[src/rtl/prbs_tester_pkg.sv]
package prbs_tester_pkg;

    localparam int unsigned LFSR_W  = 31;
    localparam int unsigned ERR_W   = 3;
    localparam int unsigned FILL_W  = 5;
    localparam logic [ERR_W-1:0] ERR_MAX = '1;

    typedef enum logic {
        POLY_SHORT = 1'b0,
        POLY_LONG  = 1'b1
    } poly_e;

    // feedback bit; s[0] holds the most recent bit
    function automatic logic prbs_next(input logic [LFSR_W-1:0] s, input poly_e p);
        logic b;
        if (p == POLY_SHORT) b = s[6] ^ s[5];
        else                 b = s[30] ^ s[27];
        return b;
    endfunction

    function automatic logic [FILL_W-1:0] prbs_len(input poly_e p);
        logic [FILL_W-1:0] n;
        if (p == POLY_SHORT) n = FILL_W'(7);
        else                 n = FILL_W'(31);
        return n;
    endfunction

endpackage

[src/rtl/prbs_period_ctrl.sv]
module prbs_period_ctrl
    import prbs_tester_pkg::*;
#(
    parameter int unsigned NUM_LANES = 4,
    parameter int unsigned PERIOD_W  = 16
) (
    input  logic                 clk_i,
    input  logic                 rst_ni,
    input  logic                 start_i,
    input  logic [NUM_LANES-1:0] lane_en_i,
    input  logic                 poly_sel_i,
    input  logic [PERIOD_W-1:0]  period_i,
    output logic                 accept_o,
    output logic                 busy_o,
    output logic                 done_o,
    output logic [NUM_LANES-1:0] mask_o,
    output poly_e                poly_o
);

    typedef struct packed {
        logic                 busy;
        logic                 done;
        logic [PERIOD_W-1:0]  left;
        logic [NUM_LANES-1:0] mask;
        poly_e                poly;
    } ctrl_t;

    ctrl_t st_d, st_q;
    logic  accept;

    always_comb begin
        st_d      = st_q;
        st_d.done = 1'b0;
        accept    = start_i && !st_q.busy;
        if (accept) begin
            st_d.busy = 1'b1;
            st_d.left = (period_i == '0) ? PERIOD_W'(1) : period_i;
            st_d.mask = lane_en_i;
            st_d.poly = poly_e'(poly_sel_i);
        end else if (st_q.busy) begin
            if (st_q.left <= PERIOD_W'(1)) begin
                st_d.busy = 1'b0;
                st_d.done = 1'b1;
                st_d.left = '0;
            end else begin
                st_d.left = st_q.left - PERIOD_W'(1);
            end
        end
    end

    always_ff @(posedge clk_i or negedge rst_ni) begin
        if (!rst_ni) begin
            st_q <= '{busy: 1'b0, done: 1'b0, left: '0, mask: '0, poly: POLY_SHORT};
        end else begin
            st_q <= st_d;
        end
    end

    assign accept_o = accept;
    assign busy_o   = st_q.busy;
    assign done_o   = st_q.done;
    assign mask_o   = st_q.mask;
    assign poly_o   = st_q.poly;

endmodule

[src/rtl/prbs_lane_gen.sv]
module prbs_lane_gen
    import prbs_tester_pkg::*;
(
    input  logic  clk_i,
    input  logic  rst_ni,
    input  logic  seed_i,
    input  logic  step_i,
    input  poly_e poly_i,
    output logic  bit_o
);

    typedef struct packed {
        logic [LFSR_W-1:0] lfsr;
    } gen_t;

    gen_t st_d, st_q;
    logic fb;

    always_comb begin
        st_d = st_q;
        fb   = prbs_next(st_q.lfsr, poly_i);
        if (seed_i) begin
            st_d.lfsr = '1;
        end else if (step_i) begin
            st_d.lfsr = {st_q.lfsr[LFSR_W-2:0], fb};
        end
    end

    always_ff @(posedge clk_i or negedge rst_ni) begin
        if (!rst_ni) st_q <= '{lfsr: '1};
        else         st_q <= st_d;
    end

    assign bit_o = fb;

endmodule

[src/rtl/prbs_lane_chk.sv]
module prbs_lane_chk
    import prbs_tester_pkg::*;
(
    input  logic             clk_i,
    input  logic             rst_ni,
    input  logic             clear_i,
    input  logic             active_i,
    input  poly_e            poly_i,
    input  logic             rx_i,
    output logic [ERR_W-1:0] err_o
);

    typedef struct packed {
        logic [LFSR_W-1:0] hist;
        logic [FILL_W-1:0] fill;
        logic [ERR_W-1:0]  errs;
    } chk_t;

    chk_t st_d, st_q;
    logic expect_bit;
    logic locked;

    always_comb begin
        st_d       = st_q;
        expect_bit = prbs_next(st_q.hist, poly_i);
        locked     = (st_q.fill >= prbs_len(poly_i));
        if (clear_i) begin
            st_d = '{hist: '0, fill: '0, errs: '0};
        end else if (active_i) begin
            st_d.hist = {st_q.hist[LFSR_W-2:0], rx_i};
            if (!locked) begin
                st_d.fill = st_q.fill + FILL_W'(1);
            end else if ((rx_i != expect_bit) && (st_q.errs != ERR_MAX)) begin
                st_d.errs = st_q.errs + ERR_W'(1);
            end
        end
    end

    always_ff @(posedge clk_i or negedge rst_ni) begin
        if (!rst_ni) st_q <= '{hist: '0, fill: '0, errs: '0};
        else         st_q <= st_d;
    end

    assign err_o = st_q.errs;

endmodule

[src/rtl/prbs_lane_tester.sv]
module prbs_lane_tester
    import prbs_tester_pkg::*;
#(
    parameter int unsigned NUM_LANES = 4,
    parameter int unsigned PERIOD_W  = 16
) (
    input  logic                       clk_i,
    input  logic                       rst_ni,
    input  logic                       start_i,
    input  logic [NUM_LANES-1:0]       lane_en_i,
    input  logic                       poly_sel_i,
    input  logic [PERIOD_W-1:0]        period_i,
    input  logic [NUM_LANES-1:0]       link_tx_i,
    input  logic [NUM_LANES-1:0]       rx_bits_i,
    output logic [NUM_LANES-1:0]       tx_bits_o,
    output logic                       busy_o,
    output logic                       done_o,
    output logic [ERR_W*NUM_LANES-1:0] err_cnt_o
);

    logic                 accept;
    logic                 busy;
    logic                 done;
    logic [NUM_LANES-1:0] mask;
    poly_e                poly;

    prbs_period_ctrl #(
        .NUM_LANES (NUM_LANES),
        .PERIOD_W  (PERIOD_W)
    ) ctrl_i (
        .clk_i      (clk_i),
        .rst_ni     (rst_ni),
        .start_i    (start_i),
        .lane_en_i  (lane_en_i),
        .poly_sel_i (poly_sel_i),
        .period_i   (period_i),
        .accept_o   (accept),
        .busy_o     (busy),
        .done_o     (done),
        .mask_o     (mask),
        .poly_o     (poly)
    );

    for (genvar g = 0; g < NUM_LANES; g++) begin : g_lane
        logic gen_bit;
        logic lane_on;

        assign lane_on = busy && mask[g];

        prbs_lane_gen gen_i (
            .clk_i  (clk_i),
            .rst_ni (rst_ni),
            .seed_i (accept),
            .step_i (lane_on),
            .poly_i (poly),
            .bit_o  (gen_bit)
        );

        prbs_lane_chk chk_i (
            .clk_i    (clk_i),
            .rst_ni   (rst_ni),
            .clear_i  (accept),
            .active_i (lane_on),
            .poly_i   (poly),
            .rx_i     (rx_bits_i[g]),
            .err_o    (err_cnt_o[g*ERR_W +: ERR_W])
        );

        // test traffic replaces link traffic; masked lanes stay quiet
        always_comb begin
            if (!busy)        tx_bits_o[g] = link_tx_i[g];
            else if (mask[g]) tx_bits_o[g] = gen_bit;
            else              tx_bits_o[g] = 1'b0;
        end
    end

    assign busy_o = busy;
    assign done_o = done;

endmodule

[config.mk]
export PLATFORM = sky130hd
export DESIGN_NAME = prbs_lane_tester
export DESIGN_NICKNAME = d
export VERILOG_FILES = /design/src/rtl/prbs_tester_pkg.sv /design/src/rtl/prbs_period_ctrl.sv /design/src/rtl/prbs_lane_gen.sv /design/src/rtl/prbs_lane_chk.sv /design/src/rtl/prbs_lane_tester.sv
export SDC_FILE = /design/constraint.sdc
export NUM_CORES = 1
export LEC_CHECK = 0
export ABC_AREA = 1
export BUFFER_PORTS_ARGS = -buffer_cell sky130_fd_sc_hd__buf_2
export CORE_ASPECT_RATIO = 1.1
export CORE_MARGIN = 2
export CORE_UTILIZATION = 35
export DETAILED_ROUTE_END_ITERATION = 16
export RECOVER_POWER = 100
export SYNTH_ARGS = -nofsm -noshare
export SYNTH_HDL_FRONTEND = slang
export SYNTH_SLANG_ARGS = --single-unit
[constraint.sdc]
create_clock -name clk_i -period 1.84 [get_ports clk_i]
set_input_delay 0 -clock clk_i [delete_from_list [all_inputs] [get_ports clk_i]]
set_output_delay 0 -clock clk_i [all_outputs]
set_load 0.01 [all_outputs]
==> qor.json <==
{
  "status": "completed",
  "cts.sink_count": 303,
  "reg2reg_from": "ctrl_i.busy_o",
  "endpoint_kind": "output pin",
  "crit_slowest_cell": "dfrtp_2",
  "tritoncts": "built",
  "cellPowerDensity_nw_per_um2": 880.6,
  "setup_slack_of_the_most_critical_reg_to_reg_path_ps": 100,
  "antenna-diode-count": 0,
  "timing.max_slew.rel_slack": 0.4235,
  "n_fill_cell": 3545,
  "initialDrtViolationCount": 595,
  "timing.final.setup_violations": 0,
  "synth.top_cells.by_count": "inv_1 (269), nand2_1 (207), dfrtp_1 (179), dfstp_2 (124), o22ai_1 (124)",
  "ys.warnings.count": 0,
  "dp_hpwl_um": 16340,
  "ff_to_ff_end": "ctrl_i.mask_o[2]",
  "postSynth.topFlopCell": "dfrtp_1",
  "post-synth-top-count-cell": "inv_1",
  "asyncSetResetFlopFracSynth": 1.000,
  "fmax_mhz": 567.8,
  "synth.lib_cells_used.distinct": 35,
  "net-switching-power_uw": 2696,
  "buffer_ports.inserted": 49,
  "synthesis.area_um2": 13050,
  "antenna_found_initial": 0,
  "period_minus_slack_ps": 1761,
  "critical_path_class": "register to output pin",
  "final_cells": 1946,
  "detail_route.wirelength_um": 25510,
  "yosys.area.top_type": "dfrtp_1",
  "share_of_the_clock_period_used_by_the_worst_path": 0.9572,
  "fin_worst_skew_ps": 15.98,
  "layout-drive-gt1-share": 0.1977,
  "final_max_slew_viol_count": 0,
  "timing.final.hold_violations": 0,
  "globalRouteOverflowTotal": 0,
  "drt_drc_violations_left": 0,
  "clock_path_buffers": 3,
  "worst_hold_path_type": "primary input to register",
  "grt_start_max_net_pins": 65,
  "transition_time_at_the_pin_with_the_least_slew_margin_ps": 864.8,
  "htreeDepth": 1,
  "post-synth-top-area-fraction": 0.3434,
  "critical_path.startpoint_type": "register",
  "route.antenna.remaining_nets": 0,
  "layout_setup_ws_ps": 78.77,
  "clkSlewWorstSetupHoldPaths_ps": 60,
  "gpl.final_weighted_congestion": 0.7846,
  "worst-path-buf-inv": 3,
  "io_pins": 50,
  "core_area_um2": 36940,
  "cap_viol_max_count": 0,
  "global_route_wire_length_before_repair_um": 44210,
  "globalRouteTotalUtil": 0.1349,
  "critical_path_required_ps": 1840,
  "dieHeight_um": 206.5,
  "initial_core_util": 0.3531,
  "post_drt_wl_per_cell_um": 13.11,
  "synth.ff_latch_count": 303,
  "design.die.area_um2": 38830,
  "static-leakage-power_uw": 0.008115,
  "cts-buffers-inserted": 31,
  "timing.hold.worst_endpoint": "ctrl_i.st_q[11]",
  "final_net_count": 1482,
  "internal_power_uw": 10760,
  "hold_path_startpoint": "period_i[6]",
  "synth_area_per_cell_um2": 9.750,
  "drt-vias-per-instance": 4.743,
  "clkLatencyLatePin_ps": 550,
  "vias_in_the_first_global_route": 9139,
  "critPathArrivalTime_ps": 1760,
  "placement_rows": 74,
  "drt-pass1-iter-count": 5,
  "irDropWorstVdd_mv": 0.5692,
  "sequential_cell_fraction_of_total_power": 0.496,
  "num_vias": 9229,
  "min_path_cells": 4,
  "grt_setup_unrepaired": "true",
  "power.switching_fraction": 0.2003,
  "share_clk_of_total_power": 0.486,
  "crit_path_max_incr_delay_ps": 440,
  "crit_path_max_fanout": 20,
  "crit_chain": "nand2_2 -> inv_2 -> buf_8 -> nand3_1 -> nand2_1 -> buf_2",
  "netlist_top_cells_area": "dfrtp_1 (34%), dfstp_2 (25%), inv_1 (7.7%)",
  "synth_edf_count": 0,
  "post-place-cells": 1854,
  "areaGrowthSynthToFinish_pct": 17.13,
  "tns_ps": 0,
  "dp_slack_ps": 90.08,
  "synth_fp_nets": 1392,
  "synthesis.instances": 1338,
  "synth-seq-area-share": 0.5931,
  "die_x_um": 188.1,
  "cts_root_buf": "clkbuf_16",
  "timing.reg2reg.worst_path_depth": 7,
  "path_delay_family": "flip-flops",
  "combinationalPowerShare": 0.018
}
[worst min-delay path: stages]
cell and delay, ps:
dlygate4sd3_1 510, buf_2 100, nand2_1 50, nand3_1 70
[worst max path at each step]
stage,from,end,slack [ps],cells past startpoint
after floorplan,ctrl_i.poly_o,g_lane[3].chk_i.st_q[6],20,8
after global placement,ctrl_i.busy_o,ctrl_i.st_q[11],80,3
after detailed placement,ctrl_i.busy_o,ctrl_i.st_q[6],90,3
after CTS,ctrl_i.busy_o,tx_bits_o[0],-5,6
after global routing,ctrl_i.busy_o,tx_bits_o[0],-80,6
final,ctrl_i.busy_o,tx_bits_o[0],80,6
[logic make-up (layout without fill, tap and decap cells)]
kind of cell	after synthesis	in the layout	share of synthesized area
AOI/OAI and AO/OA	274	274	0.1406
xor gates and xnor gates	14	14	0.009400
adders and majority gates	22	22	0.02110
buffers and inverters	347	461	0.1087
DFF	303	303	0.5931
and+or+nand+nor	378	378	0.1271
[final cells by class]
type | count | area [um2] | area share
Tap cell | 494 | 618.1 | 0.04045
Clock inverter | 11 | 155.1 | 0.01015
Sequential cell | 303 | 7739 | 0.5065
Inverter | 277 | 1047 | 0.06854
Multi-Input combinational cell | 688 | 3896 | 0.2550
Timing Repair Buffer | 127 | 900.9 | 0.05896
Clock buffer | 46 | 923.4 | 0.06043
[layer usage]
metal  vias up  part of all wire  routed length, um  track usage
met5         -                 0                  0            0
li1       4558                 -                  -            -
met3        32             0.036                907      0.02123
met2       121              0.47              12110       0.2254
met1      4518              0.47              12020       0.1837
met4         0             0.019                474      0.03431
[power by group through the flow]
| stage | sequential, uW | clock [uW] | combinational, uW |
|---|---|---|---|
| final | 6680 | 6540 | 241 |
| after global routing | 6670 | 7040 | 284 |
| after CTS | 6680 | 6770 | 278 |
| after detailed placement | 6790 | 0 | 227 |
| after global placement | 6790 | 0 | 222 |
| after floorplan | 6790 | 0 | 14.3 |
[repair_timing]
item | 4_1_cts | 5_1_grt
hold buffers | 31 | 0
pin swaps | 0 | 0
hold endpoints to repair | 228 | 0
gates resized for setup | 11 | 20
setup buffers | 1 | 3
endpoints found under the setup margin | 4 | 41
[cell usage in the layout, fill, tap and decap left out, drive strengths merged, types with 4 or more instances in the layout]
master       instances
inv                273
nand2              212
dfrtp              179
o22ai              124
dfstp              124
a22oi              112
clkbuf              81
nand3               73
nor2                62
buf                 62
dlygate4sd3         30
ha                  22
a21oi               19
o21ai               17
xor2                13
nand4               13
clkinv              11
nand3b              10
or2                  8
bufinv               4
[state kept, by name, summed over array words and instances, names as in the netlist]
name	flops
ctrl_i.poly_o	1
ctrl_i.busy_o	1
g_lane.gen_i.st_q	124
ctrl_i.done_o	1
g_lane.chk_i.err_o	12
g_lane.chk_i.st_q	144
ctrl_i.st_q	16
ctrl_i.mask_o	4
[per-stage QoR]
| stage | power (uW) | cell area (um2) | hold slack [ps] | utilization |
|---|---|---|---|---|
| after CTS | 13720 | 15420 | 59.72 | 0.4175 |
| after global placement | 7011 | 13990 | -37.56 | 0.3787 |
| after global routing | 14000 | 15280 | 226.0 | 0.4136 |
| final | 13460 | 15280 | 216.4 | 0.4136 |
| after detailed placement | 7015 | 13990 | -42.06 | 0.3787 |
| after floorplan | 6804 | 13050 | -295.6 | - |
No activity file was read; power rests on OpenSTA's default activity.
